<file path="config.mk">
export PLATFORM = sky130hd
export DESIGN_NAME = fsq_flash_writer
export DESIGN_NICKNAME = d
export VERILOG_FILES = /design/src/rtl/fsq_pkg.sv /design/src/rtl/fsq_geometry.sv /design/src/rtl/fsq_erase_arg.sv /design/src/rtl/fsq_wait_timer.sv /design/src/rtl/fsq_flash_writer.sv
export SDC_FILE = /design/constraint.sdc
export NUM_CORES = 1
export LEC_CHECK = 0
export BUFFER_PORTS_ARGS = -buffer_cell sky130_fd_sc_hd__buf_2
export CORE_MARGIN = 5
export CORE_UTILIZATION = 52
export CTS_BUF_LIST = sky130_fd_sc_hd__clkbuf_2 sky130_fd_sc_hd__clkbuf_4 sky130_fd_sc_hd__clkbuf_8
export DETAILED_ROUTE_END_ITERATION = 8
export PLACE_DENSITY_LB_ADDON = 0.08
export SYNTH_ARGS = -nofsm -noshare
export SYNTH_HDL_FRONTEND = slang
export SYNTH_SLANG_ARGS = --single-unit
</file>
<file path="constraint.sdc">
create_clock -name clk -period 2.2 [get_ports clk]
set_input_delay 0.44 -clock clk [delete_from_list [all_inputs] [get_ports clk]]
set_output_delay 0.44 -clock clk [all_outputs]
set_load 0.01 [all_outputs]
</file>
<file path="src/rtl/fsq_pkg.sv">
package fsq_pkg;

   typedef enum logic [3:0] {
      S_IDLE, S_ID_ADDR, S_ID_WAIT, S_WP_DATA, S_WP_ADDR, S_WP_WAIT,
      S_CHECK, S_ER_DATA, S_ER_ADDR, S_ER_WAIT, S_FETCH, S_PG_ADDR, S_PG_WAIT
   } fsq_state_e;

   // fixed port addresses (20 significant bits)
   localparam logic [19:0] ID_WORD_ADDR  = 20'hD03AB;
   localparam logic [19:0] UNPROT_CFG    = 20'h00101;
   localparam logic [19:0] ERASE_CFG_STD = 20'h003D8;
   localparam logic [19:0] ERASE_CFG_ALT = 20'h00352;

   // geometry selection codes
   localparam logic [7:0]  MFR_SMALL_SECT = 8'hBF;
   localparam logic [7:0]  DEV_ALT_ERASE  = 8'h80;

   // identification value assumed when the read never completes
   localparam logic [15:0] ID_FALLBACK    = 16'hDEAD;

endpackage

</file>
<file path="src/rtl/fsq_geometry.sv">
module fsq_geometry #(
   parameter int AW = 20
) (
   input  logic [7:0]    mfr,
   input  logic [7:0]    dev,
   output logic [AW-1:0] off_mask,
   output logic [AW-1:0] sec_mask,
   output logic [AW-1:0] erase_addr
);
   import fsq_pkg::*;

   logic small_sect;

   assign small_sect = (mfr == MFR_SMALL_SECT);

   always_comb begin
      if (small_sect) begin
         off_mask   = AW'(20'h01FFF);
         sec_mask   = AW'(20'h3E000);
         erase_addr = (dev == DEV_ALT_ERASE) ? AW'(ERASE_CFG_ALT) : AW'(ERASE_CFG_STD);
      end else begin
         off_mask   = AW'(20'h03FFF);
         sec_mask   = AW'(20'h3C000);
         erase_addr = AW'(ERASE_CFG_STD);
      end
   end
endmodule

</file>
<file path="src/rtl/fsq_erase_arg.sv">
module fsq_erase_arg #(
   parameter int AW = 20
) (
   input  logic [AW-1:0] word_addr,
   input  logic [AW-1:0] sec_mask,
   output logic [31:0]   arg
);
   localparam int LANES = 3;

   logic [AW+1:0]      shifted;
   logic [8*LANES-1:0] v;

   assign shifted = {word_addr & sec_mask, 2'b00};
   assign v       = (8*LANES)'(shifted);

   // byte lane k of v lands in lane LANES-1-k of the argument
   for (genvar k = 0; k < LANES; k++) begin : g_lane
      assign arg[8*(LANES-1-k) +: 8] = v[8*k +: 8];
   end
   assign arg[31:8*LANES] = '0;
endmodule

</file>
<file path="src/rtl/fsq_wait_timer.sv">
module fsq_wait_timer #(
   parameter int TMO_CYCLES = 64
) (
   input  logic clk,
   input  logic rst_n,
   input  logic run,
   output logic expired
);
   localparam int TW = (TMO_CYCLES > 2) ? $clog2(TMO_CYCLES) : 1;

   logic [TW-1:0] cnt;

   assign expired = run && (cnt == TW'(TMO_CYCLES - 1));

   always_ff @(posedge clk or negedge rst_n) begin
      if (!rst_n)             cnt <= '0;
      else if (!run)          cnt <= '0;
      else if (!expired)      cnt <= cnt + 1'b1;
   end
endmodule

</file>
<file path="src/rtl/fsq_flash_writer.sv">
module fsq_flash_writer #(
   parameter int PORT_AW    = 20,
   parameter int CNT_W      = 16,
   parameter int TMO_CYCLES = 64
) (
   input  logic               clk,
   input  logic               rst_n,
   input  logic               start,
   input  logic [PORT_AW-1:0] start_addr,
   input  logic [CNT_W-1:0]   word_count,
   input  logic               wr_valid,
   input  logic [31:0]        wr_data,
   output logic               wr_ready,
   output logic               acc_addr_we,
   output logic [PORT_AW-1:0] acc_addr,
   output logic               acc_cfg,
   output logic               acc_flag_wr,
   output logic               acc_data_we,
   output logic [31:0]        acc_wdata,
   input  logic               acc_flag,
   input  logic [15:0]        acc_rdata,
   output logic               flash_en,
   output logic               busy,
   output logic               done,
   output logic               error
);
   import fsq_pkg::*;

   if (PORT_AW < 20) begin : g_bad_aw
      $error("PORT_AW must hold the identification address");
   end
   if (TMO_CYCLES < 2) begin : g_bad_tmo
      $error("TMO_CYCLES must be at least 2");
   end
   if (CNT_W < 1) begin : g_bad_cnt
      $error("CNT_W must be at least 1");
   end

   fsq_state_e         state;
   logic [PORT_AW-1:0] cur_addr;
   logic [CNT_W-1:0]   remain;
   logic [7:0]         mfr, dev;
   logic [PORT_AW-1:0] off_mask, sec_mask, erase_addr;
   logic [31:0]        erase_arg;
   logic               waiting, expired, opens_sector;

   fsq_geometry #(.AW(PORT_AW)) u_geom (
      .mfr(mfr), .dev(dev),
      .off_mask(off_mask), .sec_mask(sec_mask), .erase_addr(erase_addr)
   );

   fsq_erase_arg #(.AW(PORT_AW)) u_arg (
      .word_addr(cur_addr), .sec_mask(sec_mask), .arg(erase_arg)
   );

   assign waiting = (state == S_ID_WAIT) || (state == S_WP_WAIT) ||
                    (state == S_ER_WAIT) || (state == S_PG_WAIT);

   fsq_wait_timer #(.TMO_CYCLES(TMO_CYCLES)) u_tmr (
      .clk(clk), .rst_n(rst_n), .run(waiting), .expired(expired)
   );

   assign opens_sector = ((cur_addr & off_mask) == '0);
   assign busy         = (state != S_IDLE);
   assign wr_ready     = (state == S_FETCH);

   // port strobes and values decoded from the state
   always_comb begin
      acc_addr_we = 1'b0;
      acc_addr    = '0;
      acc_cfg     = 1'b0;
      acc_flag_wr = 1'b1;
      acc_data_we = 1'b0;
      acc_wdata   = '0;
      unique case (state)
         S_ID_ADDR: begin
            acc_addr_we = 1'b1;
            acc_addr    = PORT_AW'(ID_WORD_ADDR);
            acc_flag_wr = 1'b0;
         end
         S_WP_DATA: acc_data_we = 1'b1;
         S_WP_ADDR: begin
            acc_addr_we = 1'b1;
            acc_addr    = PORT_AW'(UNPROT_CFG);
            acc_cfg     = 1'b1;
         end
         S_ER_DATA: begin
            acc_data_we = 1'b1;
            acc_wdata   = erase_arg;
         end
         S_ER_ADDR: begin
            acc_addr_we = 1'b1;
            acc_addr    = erase_addr;
            acc_cfg     = 1'b1;
         end
         S_FETCH: begin
            acc_data_we = wr_valid;
            acc_wdata   = wr_data;
         end
         S_PG_ADDR: begin
            acc_addr_we = 1'b1;
            acc_addr    = cur_addr;
         end
         default: ;
      endcase
   end

   always_ff @(posedge clk or negedge rst_n) begin
      if (!rst_n) begin
         state    <= S_IDLE;
         cur_addr <= '0;
         remain   <= '0;
         mfr      <= '0;
         dev      <= '0;
         flash_en <= 1'b0;
         done     <= 1'b0;
         error    <= 1'b0;
      end else begin
         done <= 1'b0;
         unique case (state)
            S_IDLE: if (start) begin
               cur_addr <= start_addr;
               remain   <= word_count;
               error    <= 1'b0;
               flash_en <= 1'b1;
               state    <= S_ID_ADDR;
            end
            S_ID_ADDR: state <= S_ID_WAIT;
            S_ID_WAIT: if (acc_flag) begin
               mfr   <= acc_rdata[7:0];
               dev   <= acc_rdata[15:8];
               state <= S_WP_DATA;
            end else if (expired) begin
               mfr   <= ID_FALLBACK[7:0];
               dev   <= ID_FALLBACK[15:8];
               state <= S_WP_DATA;
            end
            S_WP_DATA: state <= S_WP_ADDR;
            S_WP_ADDR: state <= S_WP_WAIT;
            S_WP_WAIT: if (!acc_flag || expired) state <= S_CHECK;
            S_CHECK: begin
               if (remain == '0) begin
                  state    <= S_IDLE;
                  done     <= 1'b1;
                  flash_en <= 1'b0;
               end else if (opens_sector) begin
                  state <= S_ER_DATA;
               end else begin
                  state <= S_FETCH;
               end
            end
            S_ER_DATA: state <= S_ER_ADDR;
            S_ER_ADDR: state <= S_ER_WAIT;
            S_FETCH:   if (wr_valid) state <= S_PG_ADDR;
            S_PG_ADDR: state <= S_PG_WAIT;
            S_ER_WAIT, S_PG_WAIT: begin
               if (!acc_flag) begin
                  if (state == S_PG_WAIT) begin
                     cur_addr <= cur_addr + 1'b1;
                     remain   <= remain - 1'b1;
                     state    <= S_CHECK;
                  end else begin
                     state <= S_FETCH;
                  end
               end else if (expired) begin
                  state    <= S_IDLE;
                  done     <= 1'b1;
                  error    <= 1'b1;
                  flash_en <= 1'b0;
               end
            end
            default: state <= S_IDLE;
         endcase
      end
   end
endmodule

</file>
; Word-level counts from Yosys, hierarchy flattened
; Cells that the tools add are included.
[totals]
input_bits = 89
register_bits = 65
output_inout_bits = 61
[classes]
n_bitwise = 2
eq_ne = 26
mux = 48
n_addsub = 3
n_reduce_logical = 22
[ops]
columns = cell, count
row1 = $mux 20, 4
row2 = $pmux 20 s4, 1
row3 = $pmux 32 s2, 1
row4 = $mux 16, 3
row5 = $pmux 4 s12, 1
row6 = $mux 4, 10
row7 = $mux 8, 5
row8 = $pmux 20 s2, 1
row9 = $pmux 16 s2, 1
row10 = $mux 14, 2
row11 = $add 20x1->20 const B, 1
row12 = $and 20x18->20, 1
row13 = $and 20x20->20, 1
row14 = $eq 4x4->1 const B, 5
row15 = $logic_not 20->1, 1
row16 = $eq 4x3->1 const B, 4
row17 = $eq 8x8->1 const B, 2
row18 = $logic_not 16->1, 1
row19 = $ne 2x2->1 const B, 8
row20 = $sub 16x1->16 const B, 1
row21 = $mux 1, 13
row22 = $mux 6, 2
row23 = $reduce_and 5->1, 2
row24 = $eq 4x2->1 const B, 2
row25 = 18 further kinds, 28

; Logic depth before layout (Yosys ltp)
[depth]
word_depth = 8
depth_mapped = 8
depth_no_buf = 7

; By module
; A second synthesis with hierarchy kept.
[unflattened]
cells_unflattened = 625
area_unflattened_um2 = 5102.4
[modules_own_cells]
columns = module, area_each_um2, cells_each, n_inst
row1 = fsq_flash_writer, 4082.7, 495, 1
row2 = fsq_geometry, 491.7, 67, 1
row3 = fsq_wait_timer, 309.0, 30, 1
row4 = fsq_erase_arg, 219.0, 33, 1

; Least setup slack after synthesis
; Ideal clock, no wire load.
[synth_timing]
path_type = register to output
start = reg state[2]
end = out acc_wdata[10]
path_slack_ps = 217
t_arrival_ps = 1543
n_path_buf = 3
t_required_ps = 1760
stages_incl_launch_ff = 7
path_cell_list = dfrtp_1 > buf_2 > nand2b_1 > buf_2 > nor2_1 > clkbuf_1 > and2_1
[synth_via]
elab_chain_len = 2
elab_cells_between_ends = 3
cone_classes = 2 x eq/ne / 1 x mux
[synth_rtl]
columns = element, line_no
row1 = start: declaration, fsq_flash_writer.sv:39  ; fsq_state_e state;
row2 = start signal: assignment, fsq_flash_writer.sv:110  ; state <= S_IDLE;
row3 = start signal: assignment, fsq_flash_writer.sv:126  ; state <= S_ID_ADDR;
row4 = start signal: assignment, fsq_flash_writer.sv:128  ; S_ID_ADDR: state <= S_ID_WAIT;
row5 = $eq 4x4->1, -
row6 = via wr_ready, fsq_flash_writer.sv:13  ; output logic wr_ready,
row7 = $pmux 32 s2, fsq_flash_writer.sv:75  ; unique case (state)
row8 = end: declaration, fsq_flash_writer.sv:19  ; output logic [31:0] acc_wdata,
; The timed path passes the listed nets, and every way through them passes these cells.

; Worst setup path in the final report
[layout_timing]
start = reg state[3]
end = out busy
[layout_via]
elab_chain_len = 1
[layout_rtl]
columns = element, line_no
row1 = $reduce_bool 4->1, fsq_flash_writer.sv:64  ; assign busy = (state != S_IDLE);
row2 = end: declaration, fsq_flash_writer.sv:23  ; output logic busy,
; No other way between the ends.

==> out/results.env <==
YOSYSTOPAREACELL='dfrtp_1'
SYNTH_EDF_COUNT=0
IO_PINS=150
SYNTH-ASYNC-RESET-RATIO=1.000
FINAL_CELLS=795
CP-START-KIND='flop'
REMAINING_DRC_ERRORS=0
FIN_CRIT_SH=0.9721
NUMBER_OF_ANTENNA_VIOLATIONS_AT_THE_FIRST_CHECK_IN_GLOBAL_ROUTING=0
LEAKAGEPOWER_nW=2.588
WORSTSETUPENDPOINTTYPE='primary output'
MAX_SLEW_MARGIN=0.5249
DRT_FIRST_ITER_VIOLATIONS=332
LAYOUT.CORE_UTILIZATION=0.6930
FLOORPLAN.DIE_AREA_MM2=0.01028
ROUTE.DETAILED.WL_PER_INST_UM=18.25
TIGHTEST_SLEW_NS=0.7127
REG2REG_DEPTH=7
STATUS='complete, no violations'
POST_SYNTH_MAIN_AREA_CONTRIBUTORS='dfrtp_1, a21oi_1, and2_1'
CP.REQUIRED_NS=1.76
POSTSYNTH.TOPFLOPCELL='dfrtp_1'
AREA_GROWTH_PCT=30.41
INSERTEDDIODECOUNT=0
TIMING.CLOCK.SKEW_NS=0.007548
CLOCK_PATH_BUFFERS=2
GRT_FIRST_PASS_WIRELENGTH_UM=21980
POST-DP-HPWL_UM=10860
DIE_W_UM=101.4
NETLIST-CELL-TYPE-COUNT=66
FMAXACHIEVABLE_GHz=0.4676
NUMPLACEDINSTANCES=771
POWER.IR.VDD_WORST_mV=0.6164
CP_MAX_FO=12
SYNTH.CELL_AREA_MM2=0.004344
CP_CELL_SEQUENCE='buf_4 > clkbuf_16 > or3_1 > buf_2'
CRIT_PATH_START='state[3]'
CLOCK_SINK_COUNT=65
POST_SYNTH_INST_COUNT=529
CORE_REGION_AREA_MM2=0.008175
GLOBAL_ROUTE.USAGE.TOTAL=0.2740
TIMING_WORST_SETUP_PATH_TYPE='flop to primary output'
FIRST_GLOBAL_VIAS=4434
GR-TOTAL-OVERFLOW=0
CAP_VIOLATIONS=0
ROOT_BUFFER='clkbuf_8'
SYNTH_SEQ_AREA_SHARE=0.3744
CP_SLOWEST_CELL='dfrtp_2'
GRT_START_MAX_NET_PINS=54
YOSYS_WARNING_COUNT=0
FLOORPLAN.INITIALDENSITY=0.5314
DPL_CELL_AREA_MM2=0.005300
CRITICAL_PATH_SINK='busy'
YS_SEQ_ELEMENTS=65
CLK-INSERTION-DELAY-LATE_NS=0.34
DRT-PASS1-ITER-COUNT=5
FINAL_AREA_MM2=0.005665
CORE.ROWCOUNT=33
ANTENNA_LEFT=0
GP_ROUTABILITY_CONGESTION=0.9914
WORST_SETUP_HOLD_PATH_CLK_SLEW_NS=0.07
CRITPATHMAXSTAGEDELAY_NS=0.45
NUM-NETS-FINAL=778
FINALWIRELENGTH_UM=14510
CHIPHEIGHT_UM=101.4
FRACTION_OF_POST_SYNTHESIS_CELL_AREA_IN_THE_TOP_CELL_TYPE_BY_AREA=0.3744
DRIVE_GT1_FRAC=0.3362
HOLD_PATH_CLASS='primary input to flop'
CTS_TREE='built'
DRV_SLEW=0
PORTBUFFERS=149
VIAS_AFTER_DETAILED_ROUTING=4756
R2R_END='state[2]'
CELLPOWERDENSITY_mW_PER_MM2=1219
SYNTH_FP_NETS=622
CTS_BUFFERS=9
WORST-R2R-SETUP-SLACK_NS=0.09
CRIT_ARRIVAL_NS=1.70
ROUTED_VIA_DENSITY=5.982
FINALSETUPVIOLCOUNT=0
SYNTHESIS.AREA_PER_INSTANCE_UM2=8.212
START_OF_THE_WORST_REGISTER_TO_REGISTER_PATH='remain[0]'
LAYOUT_MIN_CYCLE_TIME_NS=2.139
HTREEDEPTH=3
TIMING.FINAL.HOLD_VIOLATIONS=0
state kept, by name, indices dropped and copies added, names as in the netlist:
signal and cells:
error 1, flash_en 1, u_tmr.cnt 6, done 1, cur_addr 20, state 4
remain 16, mfr 8, dev 8
synthesized netlist by cell type (4+ instances only):
cell and n:
dfrtp_1 65, a21oi_1 62, nand2_1 47, nor2_1 39
and2_1 34, o21ai_0 30, buf_2 22, nand3_1 22
o22ai_1 16, inv_1 15, clkbuf_1 14, o22a_1 12
nor3_1 11, a2bb2oi_1 10, nand4_1 10, a22o_1 9
o21ai_1 8, nand2b_1 7, or3_1 6, nor2b_1 5
nor4_1 5, ha_1 4, o32ai_1 4, xnor2_1 4
per-stage QoR:
step	hold WS, ns	TNS [ns]	setup WS (ns)	power [mW]
final	0.2998	0	0.06142	6.906
after global routing	0.2860	-0.005843	-0.002883	7.383
after global placement	0.2990	0	0.1765	5.453
after floorplan	0.1444	0	0.2167	4.362
after CTS	0.2913	0	0.0005147	6.752
after detailed placement	0.3001	0	0.1199	5.523
how the worst min path moves through the flow:
| stage | from | end | slack (ns) | depth (start not counted) |
|---|---|---|---|---|
| after detailed placement | rst_n | error | 0.30 | 1 |
| after floorplan | rst_n | cur_addr[0] | 0.14 | 0 |
| after CTS | acc_rdata[2] | mfr[2] | 0.29 | 2 |
| after global placement | rst_n | error | 0.30 | 1 |
| final | acc_rdata[2] | mfr[2] | 0.30 | 2 |
| after global routing | acc_rdata[15] | dev[7] | 0.29 | 2 |
layout make-up:
| class | instances | area [um^2] |
|---|---|---|
| multi-input combinational | 409 | 2532 |
| fill | 694 | 2510 |
| sequential | 65 | 1632 |
| timing repair buffer | 184 | 1092 |
| clock buffer | 11 | 138.9 |
| tap | 105 | 131.4 |
| clock inverter | 5 | 78.83 |
| inverter | 16 | 60.06 |
cell usage in the layout (no fill, tap or decap), types with 6 or more instances in the layout:
cell type  count
nor2_1        35
inv_1         15
o22ai_1       16
clkbuf_8       9
or3_1          6
nand4_1       10
nand3_1       22
buf_4         26
buf_2        149
dfrtp_1       61
nand2_1       47
a22o_1         9
and2_1        34
o21ai_1        8
o22a_1        12
a2bb2oi_1     10
o21ai_0       30
nor3_1        11
a21oi_1       62
worst max-delay path: cells and delay by family (launching register included):
kind                   cells  cell delay (ns)
buffers and inverters      3             0.48
AND/OR/NAND/NOR            1             0.43
flip-flops                 1             0.45
routing by layer:
metal / track usage / share of wire / up-vias
li1: - / - / 2254
met1: 0.3516 / 0.41 / 2263
met2: 0.4668 / 0.49 / 217
met3: 0.05028 / 0.084 / 22
met4: 0.09100 / 0.020 / 0
met5: 0 / 0 / -
report_power, final:
group          switching, mW  leakage [nW]  internal [mW]
clock                  0.478         0.115          0.664
combinational           1.86          1.72           1.54
sequential             0.632         0.754           1.73
total                   2.97          2.59           3.94
logic make-up (layout without fill, tap and decap cells):
kind of cell	Yosys count	count (layout)	share of synthesized area
muxes	2	2	0.006047
and+or+nand+nor	215	215	0.2676
adders and majority gates	4	4	0.01152
xor gates and xnor gates	5	5	0.01008
AOI/OAI and AO/OA	183	183	0.2730
DFF	65	65	0.3744
buffers and inverters	55	216	0.05731
what timing repair did:
action / 4_1_cts / 5_1_grt
buffers inserted: 2 / 4
cloned: 0 / 1
gates resized for setup: 10 / 11
hold buffers: 1 / 0
pin swaps: 0 / 0
setup endpoints to repair: 50 / 47
hold endpoints to repair: 6 / 0
Power figures use the tool's default switching activity.
